$ cat config.mk
export PLATFORM = sky130hd
export DESIGN_NAME = pflash_prog_seq
export DESIGN_NICKNAME = d
export VERILOG_FILES = /design/src/rtl/pfs_pkg.sv /design/src/rtl/pfs_bus_cycle.sv /design/src/rtl/pfs_poll_timer.sv /design/src/rtl/pflash_prog_seq.sv
export SDC_FILE = /design/constraint.sdc
export NUM_CORES = 1
export LEC_CHECK = 0
export ABC_AREA = 1
export BUFFER_PORTS_ARGS = -buffer_cell sky130_fd_sc_hd__buf_2
export CORE_AREA = 5 5 109 111
export DETAILED_ROUTE_END_ITERATION = 8
export DIE_AREA = 0 0 114 116
export PLACE_DENSITY = 0.66
export REMOVE_ABC_BUFFERS = 1
export SLEW_MARGIN = 10
export SYNTH_ARGS = -nofsm -noshare
export SYNTH_HDL_FRONTEND = slang
export SYNTH_SLANG_ARGS = --single-unit
$ cat constraint.sdc
create_clock -name clk -period 3.1 [get_ports clk]
set_input_delay 0.31 -clock clk [delete_from_list [all_inputs] [get_ports clk]]
set_output_delay 0.31 -clock clk [all_outputs]
set_load 0.005 [all_outputs]
$ cat src/rtl/pfs_pkg.sv
package pfs_pkg;
  typedef enum logic [1:0] {BC_IDLE, BC_ACT, BC_REC} bc_state_t;
  typedef enum logic [1:0] {SQ_IDLE, SQ_ISSUE, SQ_WAIT, SQ_DONE} sq_state_t;
  typedef enum logic [2:0] {
    PH_UNLK1, PH_UNLK2, PH_CMD, PH_DATA, PH_POLL, PH_RESET, PH_READ
  } phase_t;

  parameter logic [7:0]  CMD_UNLK1 = 8'hAA;
  parameter logic [7:0]  CMD_UNLK2 = 8'h55;
  parameter logic [7:0]  CMD_PROG  = 8'hA0;
  parameter logic [7:0]  CMD_RESET = 8'hF0;
  parameter logic [21:0] ADR_UNLK1 = 22'h000AAA;
  parameter logic [21:0] ADR_UNLK2 = 22'h000555;
endpackage

$ cat src/rtl/pfs_bus_cycle.sv
module pfs_bus_cycle
  import pfs_pkg::*;
#(
  parameter int AW      = 22,
  parameter int DW      = 8,
  parameter int WR_HOLD = 6,
  parameter int RD_WAIT = 5
) (
  input  logic          clk,
  input  logic          rst_n,
  input  logic          go,
  input  logic          go_wr,
  input  logic [AW-1:0] go_addr,
  input  logic [DW-1:0] go_data,
  output logic          cyc_done,
  output logic [DW-1:0] cyc_rdata,
  output logic [AW-1:0] bus_addr,
  output logic [DW-1:0] bus_dout,
  output logic          bus_oe,
  input  logic [DW-1:0] bus_din,
  output logic          ce_n,
  output logic          oe_n,
  output logic          we_n
);
  localparam int MAXW = (WR_HOLD > RD_WAIT) ? WR_HOLD : RD_WAIT;
  localparam int CW   = $clog2(MAXW + 1);

  bc_state_t     st_q, st_d;
  logic [CW-1:0] cnt_q, cnt_d;
  logic          wr_q, wr_d;
  logic [AW-1:0] addr_q, addr_d;
  logic [DW-1:0] data_q, data_d;
  logic [DW-1:0] rdat_q, rdat_d;

  always_comb begin
    st_d   = st_q;
    cnt_d  = cnt_q;
    wr_d   = wr_q;
    addr_d = addr_q;
    data_d = data_q;
    rdat_d = rdat_q;
    case (st_q)
      BC_IDLE: if (go) begin
        st_d   = BC_ACT;
        wr_d   = go_wr;
        addr_d = go_addr;
        data_d = go_data;
        cnt_d  = go_wr ? CW'(WR_HOLD - 1) : CW'(RD_WAIT - 1);
      end
      BC_ACT: begin
        if (cnt_q == '0) begin
          st_d = BC_REC;
          if (!wr_q) rdat_d = bus_din;
        end else begin
          cnt_d = cnt_q - 1'b1;
        end
      end
      BC_REC:  st_d = BC_IDLE;
      default: st_d = BC_IDLE;
    endcase
  end

  always_ff @(posedge clk or negedge rst_n) begin
    if (!rst_n) begin
      st_q   <= BC_IDLE;
      cnt_q  <= '0;
      wr_q   <= 1'b0;
      addr_q <= '0;
      data_q <= '0;
      rdat_q <= '0;
    end else begin
      st_q   <= st_d;
      cnt_q  <= cnt_d;
      wr_q   <= wr_d;
      addr_q <= addr_d;
      data_q <= data_d;
      rdat_q <= rdat_d;
    end
  end

  assign ce_n      = (st_q != BC_ACT);
  assign we_n      = !((st_q == BC_ACT) && wr_q);
  assign oe_n      = !((st_q == BC_ACT) && !wr_q);
  assign bus_oe    = wr_q && (st_q != BC_IDLE);
  assign bus_addr  = addr_q;
  assign bus_dout  = data_q;
  assign cyc_done  = (st_q == BC_REC);
  assign cyc_rdata = rdat_q;

  // checker: length of the current write-enable low run
  logic [CW:0] wlow_q;
  always_ff @(posedge clk or negedge rst_n) begin
    if (!rst_n)     wlow_q <= '0;
    else if (!we_n) wlow_q <= wlow_q + 1'b1;
    else            wlow_q <= '0;
  end


  we_width_chk: assert property (@(posedge clk) disable iff (!rst_n)
    $rose(we_n) |-> (wlow_q == (CW+1)'(WR_HOLD)));

  wr_ctl_chk: assert property (@(posedge clk) disable iff (!rst_n)
    !we_n |-> (oe_n && bus_oe && !ce_n));

  rd_bus_free_chk: assert property (@(posedge clk) disable iff (!rst_n)
    !oe_n |-> (we_n && !bus_oe));

  ce_gap_chk: assert property (@(posedge clk) disable iff (!rst_n)
    $rose(ce_n) |=> ce_n);
endmodule

$ cat src/rtl/pfs_poll_timer.sv
module pfs_poll_timer #(
  parameter int LIMIT = 50000
) (
  input  logic clk,
  input  logic rst_n,
  input  logic clr,
  input  logic en,
  output logic expired
);
  localparam int TW = $clog2(LIMIT + 1);
  logic [TW-1:0] cnt_q, cnt_d;

  always_comb begin
    cnt_d = cnt_q;
    if (clr)                           cnt_d = '0;
    else if (en && (cnt_q != TW'(LIMIT))) cnt_d = cnt_q + 1'b1;
  end

  always_ff @(posedge clk or negedge rst_n) begin
    if (!rst_n) cnt_q <= '0;
    else        cnt_q <= cnt_d;
  end

  assign expired = (cnt_q == TW'(LIMIT));
endmodule

$ cat src/rtl/pflash_prog_seq.sv
module pflash_prog_seq
  import pfs_pkg::*;
#(
  parameter int AW         = 22,
  parameter int DW         = 8,
  parameter int WR_HOLD    = 6,
  parameter int RD_WAIT    = 5,
  parameter int POLL_LIMIT = 50000
) (
  input  logic          clk,
  input  logic          rst_n,
  input  logic          start,
  input  logic          op_prog,
  input  logic [AW-1:0] req_addr,
  input  logic [DW-1:0] req_data,
  output logic          busy,
  output logic          done,
  output logic          ok,
  output logic          fail,
  output logic [DW-1:0] rd_data,
  output logic [AW-1:0] flash_addr,
  output logic [DW-1:0] flash_dq_out,
  output logic          flash_dq_oe,
  input  logic [DW-1:0] flash_dq_in,
  output logic          flash_ce_n,
  output logic          flash_oe_n,
  output logic          flash_we_n,
  output logic          flash_rst_n,
  output logic          flash_wp_n
);
  localparam int POLL_BIT = DW - 1;
  localparam int ERR_BIT  = DW - 3;

  sq_state_t     st_q, st_d;
  phase_t        ph_q, ph_d;
  logic [AW-1:0] addr_q, addr_d;
  logic [DW-1:0] data_q, data_d;
  logic [DW-1:0] rd_q, rd_d;
  logic          res_q, res_d;

  logic          go, go_wr, cyc_done, tmr_clr, tmr_en, tmr_exp;
  logic [AW-1:0] go_addr;
  logic [DW-1:0] go_data, cyc_rdata;

  always_comb begin
    go_addr = addr_q;
    go_data = data_q;
    case (ph_q)
      PH_UNLK1: begin go_addr = ADR_UNLK1; go_data = CMD_UNLK1; end
      PH_UNLK2: begin go_addr = ADR_UNLK2; go_data = CMD_UNLK2; end
      PH_CMD:   begin go_addr = ADR_UNLK1; go_data = CMD_PROG;  end
      PH_RESET: go_data = CMD_RESET;
      default:  ;
    endcase
  end

  assign go    = (st_q == SQ_ISSUE);
  assign go_wr = (ph_q != PH_POLL) && (ph_q != PH_READ);

  always_comb begin
    st_d  = st_q;
    ph_d  = ph_q;
    addr_d = addr_q;
    data_d = data_q;
    rd_d  = rd_q;
    res_d = res_q;
    case (st_q)
      SQ_IDLE: if (start) begin
        addr_d = req_addr;
        data_d = req_data;
        ph_d   = op_prog ? PH_UNLK1 : PH_READ;
        st_d   = SQ_ISSUE;
      end
      SQ_ISSUE: st_d = SQ_WAIT;
      SQ_WAIT: if (cyc_done) begin
        st_d = SQ_ISSUE;
        case (ph_q)
          PH_UNLK1: ph_d = PH_UNLK2;
          PH_UNLK2: ph_d = PH_CMD;
          PH_CMD:   ph_d = PH_DATA;
          PH_DATA:  ph_d = PH_POLL;
          PH_POLL: begin
            if (cyc_rdata[POLL_BIT] == data_q[POLL_BIT]) begin
              res_d = 1'b1;
              st_d  = SQ_DONE;
            end else if (cyc_rdata[ERR_BIT] || tmr_exp) begin
              ph_d = PH_RESET;
            end
          end
          PH_RESET: begin
            res_d = 1'b0;
            st_d  = SQ_DONE;
          end
          default: begin
            rd_d  = cyc_rdata;
            res_d = 1'b1;
            st_d  = SQ_DONE;
          end
        endcase
      end
      default: st_d = SQ_IDLE;
    endcase
  end

  always_ff @(posedge clk or negedge rst_n) begin
    if (!rst_n) begin
      st_q   <= SQ_IDLE;
      ph_q   <= PH_READ;
      addr_q <= '0;
      data_q <= '0;
      rd_q   <= '0;
      res_q  <= 1'b0;
    end else begin
      st_q   <= st_d;
      ph_q   <= ph_d;
      addr_q <= addr_d;
      data_q <= data_d;
      rd_q   <= rd_d;
      res_q  <= res_d;
    end
  end

  assign tmr_clr = (st_q == SQ_WAIT) && cyc_done && (ph_q == PH_DATA);
  assign tmr_en  = (ph_q == PH_POLL);

  pfs_poll_timer #(.LIMIT(POLL_LIMIT)) u_tmr (
    .clk(clk), .rst_n(rst_n), .clr(tmr_clr), .en(tmr_en), .expired(tmr_exp)
  );

  pfs_bus_cycle #(.AW(AW), .DW(DW), .WR_HOLD(WR_HOLD), .RD_WAIT(RD_WAIT)) u_bus (
    .clk(clk), .rst_n(rst_n),
    .go(go), .go_wr(go_wr), .go_addr(go_addr), .go_data(go_data),
    .cyc_done(cyc_done), .cyc_rdata(cyc_rdata),
    .bus_addr(flash_addr), .bus_dout(flash_dq_out), .bus_oe(flash_dq_oe),
    .bus_din(flash_dq_in),
    .ce_n(flash_ce_n), .oe_n(flash_oe_n), .we_n(flash_we_n)
  );

  assign busy        = (st_q != SQ_IDLE);
  assign done        = (st_q == SQ_DONE);
  assign ok          = done && res_q;
  assign fail        = done && !res_q;
  assign rd_data     = rd_q;
  assign flash_rst_n = 1'b1;
  assign flash_wp_n  = 1'b1;


  done_excl_chk: assert property (@(posedge clk) disable iff (!rst_n)
    done |-> (ok != fail));

  done_pulse_chk: assert property (@(posedge clk) disable iff (!rst_n)
    done |=> (!done && !busy));

  accept_idle_chk: assert property (@(posedge clk) disable iff (!rst_n)
    $rose(busy) |-> $past(start));

  bus_in_op_chk: assert property (@(posedge clk) disable iff (!rst_n)
    !flash_ce_n |-> busy);
endmodule

==> results of run 1 <==
logic make-up (layout without fill, tap and decap cells):
logic type	after synthesis	in the layout	synth area share, %
AOI/OAI and AO/OA	98	98	11.4
xor gates and xnor gates	7	7	1.31
adders and majority gates	4	4	1.07
buffers and inverters	86	173	7.50
DFF	104	104	55.6
muxes	7	7	1.68
other	1	2	0.0800
and+or+nand+nor	240	240	21.4
critical path, cell delays in order, from the launching register on:
cell and delay (ns):
dfrtp_1 0.41, inv_1 0.09, nand2_1 0.08, nor3_2 0.20
buf_4 0.28, nand2_1 0.46, o31ai_1 0.38
report_power, final:
part	internal, mW	switching, mW
registers	1.89	0.306
clock network	0.347	0.476
logic	0.636	1.02
final cells by class:
cell class / instances / area, µm² / area share (%)
clock inverters: 4 / 36.3 / 0.669
well taps: 140 / 175 / 3.23
clock buffers: 12 / 155 / 2.86
multi-input cells: 358 / 1740 / 32.0
flip-flops and latches: 104 / 2610 / 48.0
inverters: 66 / 248 / 4.57
repair buffers: 91 / 468 / 8.63
synthesized netlist by cell type:
master	number	area [µm²]
nand2_1	119	447
dfrtp_1	102	2550
nor2_1	75	282
inv_1	60	225
a21oi_1	37	185
o21ai_0	33	165
nand3_1	19	95.1
nand4_1	13	81.3
buf_2	11	55.1
o21ai_1	11	55.1
o31ai_1	9	67.6
mux2_2	7	78.8
nor2_2	7	43.8
clkbuf_1	6	22.5
inv_2	6	22.5
xor2_1	6	52.6
ha_1	4	50.1
o21bai_1	3	22.5
a31oi_1	2	12.5
buf_4	2	15.0
dfstp_2	2	52.6
nand2_2	2	12.5
or2_2	2	12.5
a21oi_2	1	8.76
buf_6	1	11.3
conb_1	1	3.75
nand2_4	1	11.3
nand3_2	1	10.0
nor3_2	1	10.0
o211ai_1	1	7.51
o21ai_2	1	8.76
xnor2_1	1	8.76
routing by layer:
metal | GRT usage (%) | share of wire [%] | vias up
met3 | 3.66 | 6.0 | 13
met4 | 5.46 | 1.2 | 2
li1 | - | - | 1901
met5 | 0 | 0.067 | -
met1 | 22.4 | 46 | 1787
met2 | 27.4 | 47 | 89
worst paths after layout:
kind	end	slack, ns	cells after the start	start
max	u_bus.bus_addr[13]	1.11	6	st_q[1]
min	addr_q[10]	0.004	1	rst_n
max reg2reg	u_bus.bus_addr[13]	1.11	6	st_q[1]
min reg2reg	rd_data[0]	0.49	2	rd_data[0]
max in group asynchronous	u_bus.cyc_rdata[1]	2.27	2	rst_n
min in group clk	data_q[6]	0.18	2	req_data[6]
flip-flops by register name, indices dropped and copies added, names as in the netlist, 2 cells and up:
signal / flops
u_bus.cyc_rdata: 8
data_q: 8
addr_q: 22
rd_data: 8
ph_q: 3
u_bus.cnt_q: 3
st_q: 2
u_tmr.cnt_q: 16
u_bus.bus_dout: 8
u_bus.st_q: 2
u_bus.bus_addr: 22
cells in the final DEF, fill, tap and decap left out, drive strengths merged:
cell type / netlist / layout
nand2: 122 / 122
dfrtp: 102 / 102
buf: 14 / 91
nor2: 82 / 82
inv: 66 / 68
o21ai: 45 / 45
a21oi: 38 / 38
nand3: 20 / 20
nand4: 13 / 13
clkbuf: 6 / 12
o31ai: 9 / 9
mux2: 7 / 7
xor2: 6 / 6
ha: 4 / 4
o21bai: 3 / 3
or2: 2 / 2
a31oi: 2 / 2
conb: 1 / 2
dfstp: 2 / 2
o211ai: 1 / 1
nor3: 1 / 1
xnor2: 1 / 1
clkinvlp: 0 / 1
clkinv: 0 / 1
per-stage QoR:
step	utilization (%)	instance area (µm²)	instances	setup slack (ns)
3_5_place_dp	48.9	5230	759	1.10
3_3_place_gp	48.9	5230	759	1.17
2_1_floorplan	-	4590	528	1.11
6_report	50.7	5430	775	1.11
5_1_grt	50.7	5430	775	0.830
4_1_cts	50.7	5430	775	1.09
==> impl_metrics.csv, run 1 <==
group,metric,value,unit
cts,cts_resized,0,
synth,synth_seq_area_share,55.6,%
routing,ant_nets,0,
placement,detailed_place_hpwl,7660,µm
floorplan,die_w,114,µm
synth,synth_cells,547,
routing,drc,0,
timing,hold_violations,0,
critical_path,cp_max_fo,22,
timing,fmax,502,MHz
timing,fin_crit_sh,64.2,%
cts,clock_sinks,104,
run_status,status,"finished, final reports clean",
cells_and_area,syn2layout_area_growth,15.7,%
grt,grtUsageTotal,16.8,%
grt,grt_pass1_vias,3705,
power,leakagePower,2.79,nW
timing,worst_pin_slew,0.985,ns
floorplan,ios,90,
cts,cts_tree,"done",
synth,avgSynthCellArea,8.57,µm²
grt,grt_max_degree,61,
floorplan,num_rows,38,
cells_and_area,diodes,0,
routing,drt_wl_total,10500,µm
placement,io_buffers,87,
cts,cts_inserted_buffers,9,
routing,wl_per_cell,13.6,µm
run,maxCapViolations,0,
floorplan,initial_core_util,43.8,%
timing,rsz0062_at_grt,"false",
cts,clkTransAtPathRegs,0.10,ns
cts,post-cts-setup-buffers,0,
cts,clockRootBuffer,"clkbuf_8",
cells_and_area,n_fill_cell,1056,
critical_path,worst_setup_path_start_kind,"flip-flop",
critical_path,required,3.36,ns
power,fin_total_pwr,4.67,mW
timing,setup_tns,0,ns
synth,ys_ff_latch,104,
synth,ys_types,32,
grt,grt_pass1_wl,17900,µm
floorplan,core_area,0.0107,mm²
critical_path,setup.worst_path.class,"flip-flop to flip-flop",
timing,whs,0.00447,ns
cts,h-tree-depth,3,
power,powerDensity,861,mW/mm²
cts,clk_latency,0.36,ns
timing,drv_slew,0,
cts,ctsHoldBuffers,0,
grt,grt-ovfl-total,0,
timing,setup_viol,0,
cts,cts.path.max_buffers,2,
timing,fin_crit,1.99,ns
critical_path,arrival,2.25,ns
timing,relSlewSlack,33.9,%
cells_and_area,fin_nets,676,
routing,route.vias.total,3792,
floorplan,die_h,116,µm
worst_hold_path,hold_class,"input port to async pin",
critical_path,end_kind,"flip-flop",
grt,antenna_found_initial,1,
cells_and_area,drive_gt1_share,21.7,%
floorplan,die_area,0.0132,mm²
routing,drt_iter0_drc,237,
synth,synthesis.area,0.00469,mm²
synth,synth-warning-count,0,
placement,gp_congestion,0.834,
timing,finClkSkew,0.0100,ns
power,worst_ir_drop_vdd,0.355,mV
routing,drtPass1Iterations,4,
routing,viasPerCell,4.89,
Power figures use the tool's default switching activity.
==> run 2: changes to the inputs <==
==> constraint.sdc (replaced) <==
create_clock -name clk -period 1.9 [get_ports clk]
set_input_delay 0.19 -clock clk [delete_from_list [all_inputs] [get_ports clk]]
set_output_delay 0.19 -clock clk [all_outputs]
set_load 0.005 [all_outputs]
==> run 2 against run 1 <==
Fmax increased by 19%. Combinational power up 68%. Highest routed layer is now met4. Largest cell class unchanged. Non-clock buffer count up 7. Critical endpoint is now u_bus.bus_dout[1].
==> impl_metrics.csv, run 2 (same netlist as run 1, synthesis figures left out) <==
group,metric,value,unit
timing,fin_crit_sh,88.3,%
grt,grt-ovfl-total,0,
floorplan,ios,90,
critical_path,crit_chain,"inv_1 > nand2_1 > nor3_2 > buf_4 > inv_1 > a21oi_1 > a21oi_1",
critical_path,arrival,1.92,ns
grt,grt_pass1_vias,3749,
routing,route.vias.total,3800,
routing,drt_iter0_drc,225,
power,fin_total_pwr,7.68,mW
worst_hold_path,hold_class,"input port to flip-flop",
floorplan,die_area,0.0132,mm²
cells_and_area,fin_nets,683,
timing,drv_slew,0,
critical_path,cp_max_fo,16,
cts,cts.path.max_buffers,2,
critical_path,critPathCapture,"u_bus.bus_dout[1]",
routing,ant_nets,0,
timing,fin_crit,1.68,ns
floorplan,die_h,116,µm
routing,drt_wl_total,10300,µm
timing,whs,0.0526,ns
routing,dr_wl_met3,528,µm
grt,grtUsageTotal,16.5,%
critical_path,cp_num_cells,7,
critical_path,reg2reg_depth,7,
routing,drtPass1Iterations,4,
cells_and_area,final_common_cell,"nand2_1",
placement,detailed_place_hpwl,7480,µm
cells_and_area,drive_gt1_share,22.6,%
run,maxCapViolations,0,
timing,setup_viol,0,
critical_path,required,2.14,ns
cells_and_area,n_fill_cell,1038,
grt,antenna_found_initial,0,
critical_path,cp_slowest_cell,"dfrtp_1",
timing,worst_pin_slew,0.628,ns
grt,grt_pass1_wl,17700,µm
routing,drt-met1-wl,4730,µm
critical_path,critPathLaunch,"st_q[1]",
timing,setup_tns,0,ns
power,leakagePower,2.84,nW
timing,worst_slack,0.222,ns
cells_and_area,mostFrequentLayoutCells,"118 x nand2_1, 102 x dfrtp_1, 86 x buf_2",
cts,clk_latency,0.37,ns
cells_and_area,layoutNonFillerInstCount,782,
cells_and_area,fin_util,51.5,%
cells_and_area,syn2layout_area_growth,17.6,%
critical_path,critPathMaxStageDelay,0.40,ns
timing,fmax,596,MHz
floorplan,core_area,0.0107,mm²
critical_path,worst_setup_path_start_kind,"flip-flop",
routing,drc,0,
placement,place_ws,0.163,ns
floorplan,die_w,114,µm
timing,rsz0062_at_grt,"false",
placement,place_area,0.00530,mm²
timing,finClkSkew,0.0150,ns
critical_path,cp_top_family,"buffers and inverters",
routing,highest_layer,"met4",
run_status,status,"finished, final reports clean",
cts,cts_tree,"done",
critical_path,setup.worst_path.class,"flip-flop to flip-flop",
cts,clockRootBuffer,"clkbuf_8",
floorplan,initial_core_util,43.8,%
power,worst_ir_drop_vdd,0.718,mV
placement,gp_congestion,0.877,
cts,clkTransAtPathRegs,0.10,ns
critical_path,r2r_setup_slack,0.22,ns
critical_path,end_kind,"flip-flop",
routing,wl_per_cell,13.2,µm
cts,post-cts-setup-buffers,0,
grt,grt_max_degree,52,
timing,relSlewSlack,58.1,%
critical_path,r2r-end,"u_bus.bus_dout[1]",
placement,place_inst,765,
cells_and_area,diodes,0,
timing,hold_violations,0,
cells_and_area,final_area,0.00551,mm²
power,powerDensity,1390,mW/mm²
critical_path,worst_r2r_startpoint,"st_q[1]",
cts,h-tree-depth,3,
floorplan,num_rows,38,
routing,viasPerCell,4.86,
routing,dr_wl_met2,4940,µm
critical_path,crit_buf_inv,3,
placement,io_buffers,87,
cts,clock_sinks,104,
cts,cts_inserted_buffers,9,
## run 2: worst min path at each step
stage | start | end | slack (ns) | cells past startpoint
finish | req_data[6] | data_q[6] | 0.05 | 2
global route | req_data[5] | data_q[5] | 0.04 | 2
CTS | req_data[5] | data_q[5] | 0.03 | 2
detailed placement | rst_n | addr_q[10] | 0.19 | 1
global placement | rst_n | addr_q[10] | 0.18 | 1
floorplan | rst_n | addr_q[0] | -0.11 | 0
## run 2: per-layer routing
layer | vias to the layer above | GRT usage (%)
met4 | 0 | 5.78
li1 | 1910 | -
met2 | 74 | 27.2
met5 | - | 0
met1 | 1808 | 21.9
met3 | 8 | 3.39
## run 2: layout make-up
cell class / count / area [µm²] / share of cell area (%)
clock inverter: 4 / 33.8 / 0.613
multi-input combinational: 358 / 1750 / 31.7
clock buffer: 12 / 155 / 2.81
timing repair buffer: 98 / 548 / 9.94
sequential: 104 / 2610 / 47.3
inverter: 66 / 249 / 4.52
tap: 140 / 175 / 3.18
## run 2: what timing repair did
item                                    in CTS  in global routing
gates resized for setup                      0                  3
hold buffers                                 1                  0
endpoints found under the setup margin       0                  2
hold endpoints to repair                    35                  0
## run 2: where the power goes
part / internal, mW / switching [mW]
sequential: 3.07 / 0.494
combinational: 1.12 / 1.66
clock: 0.567 / 0.759
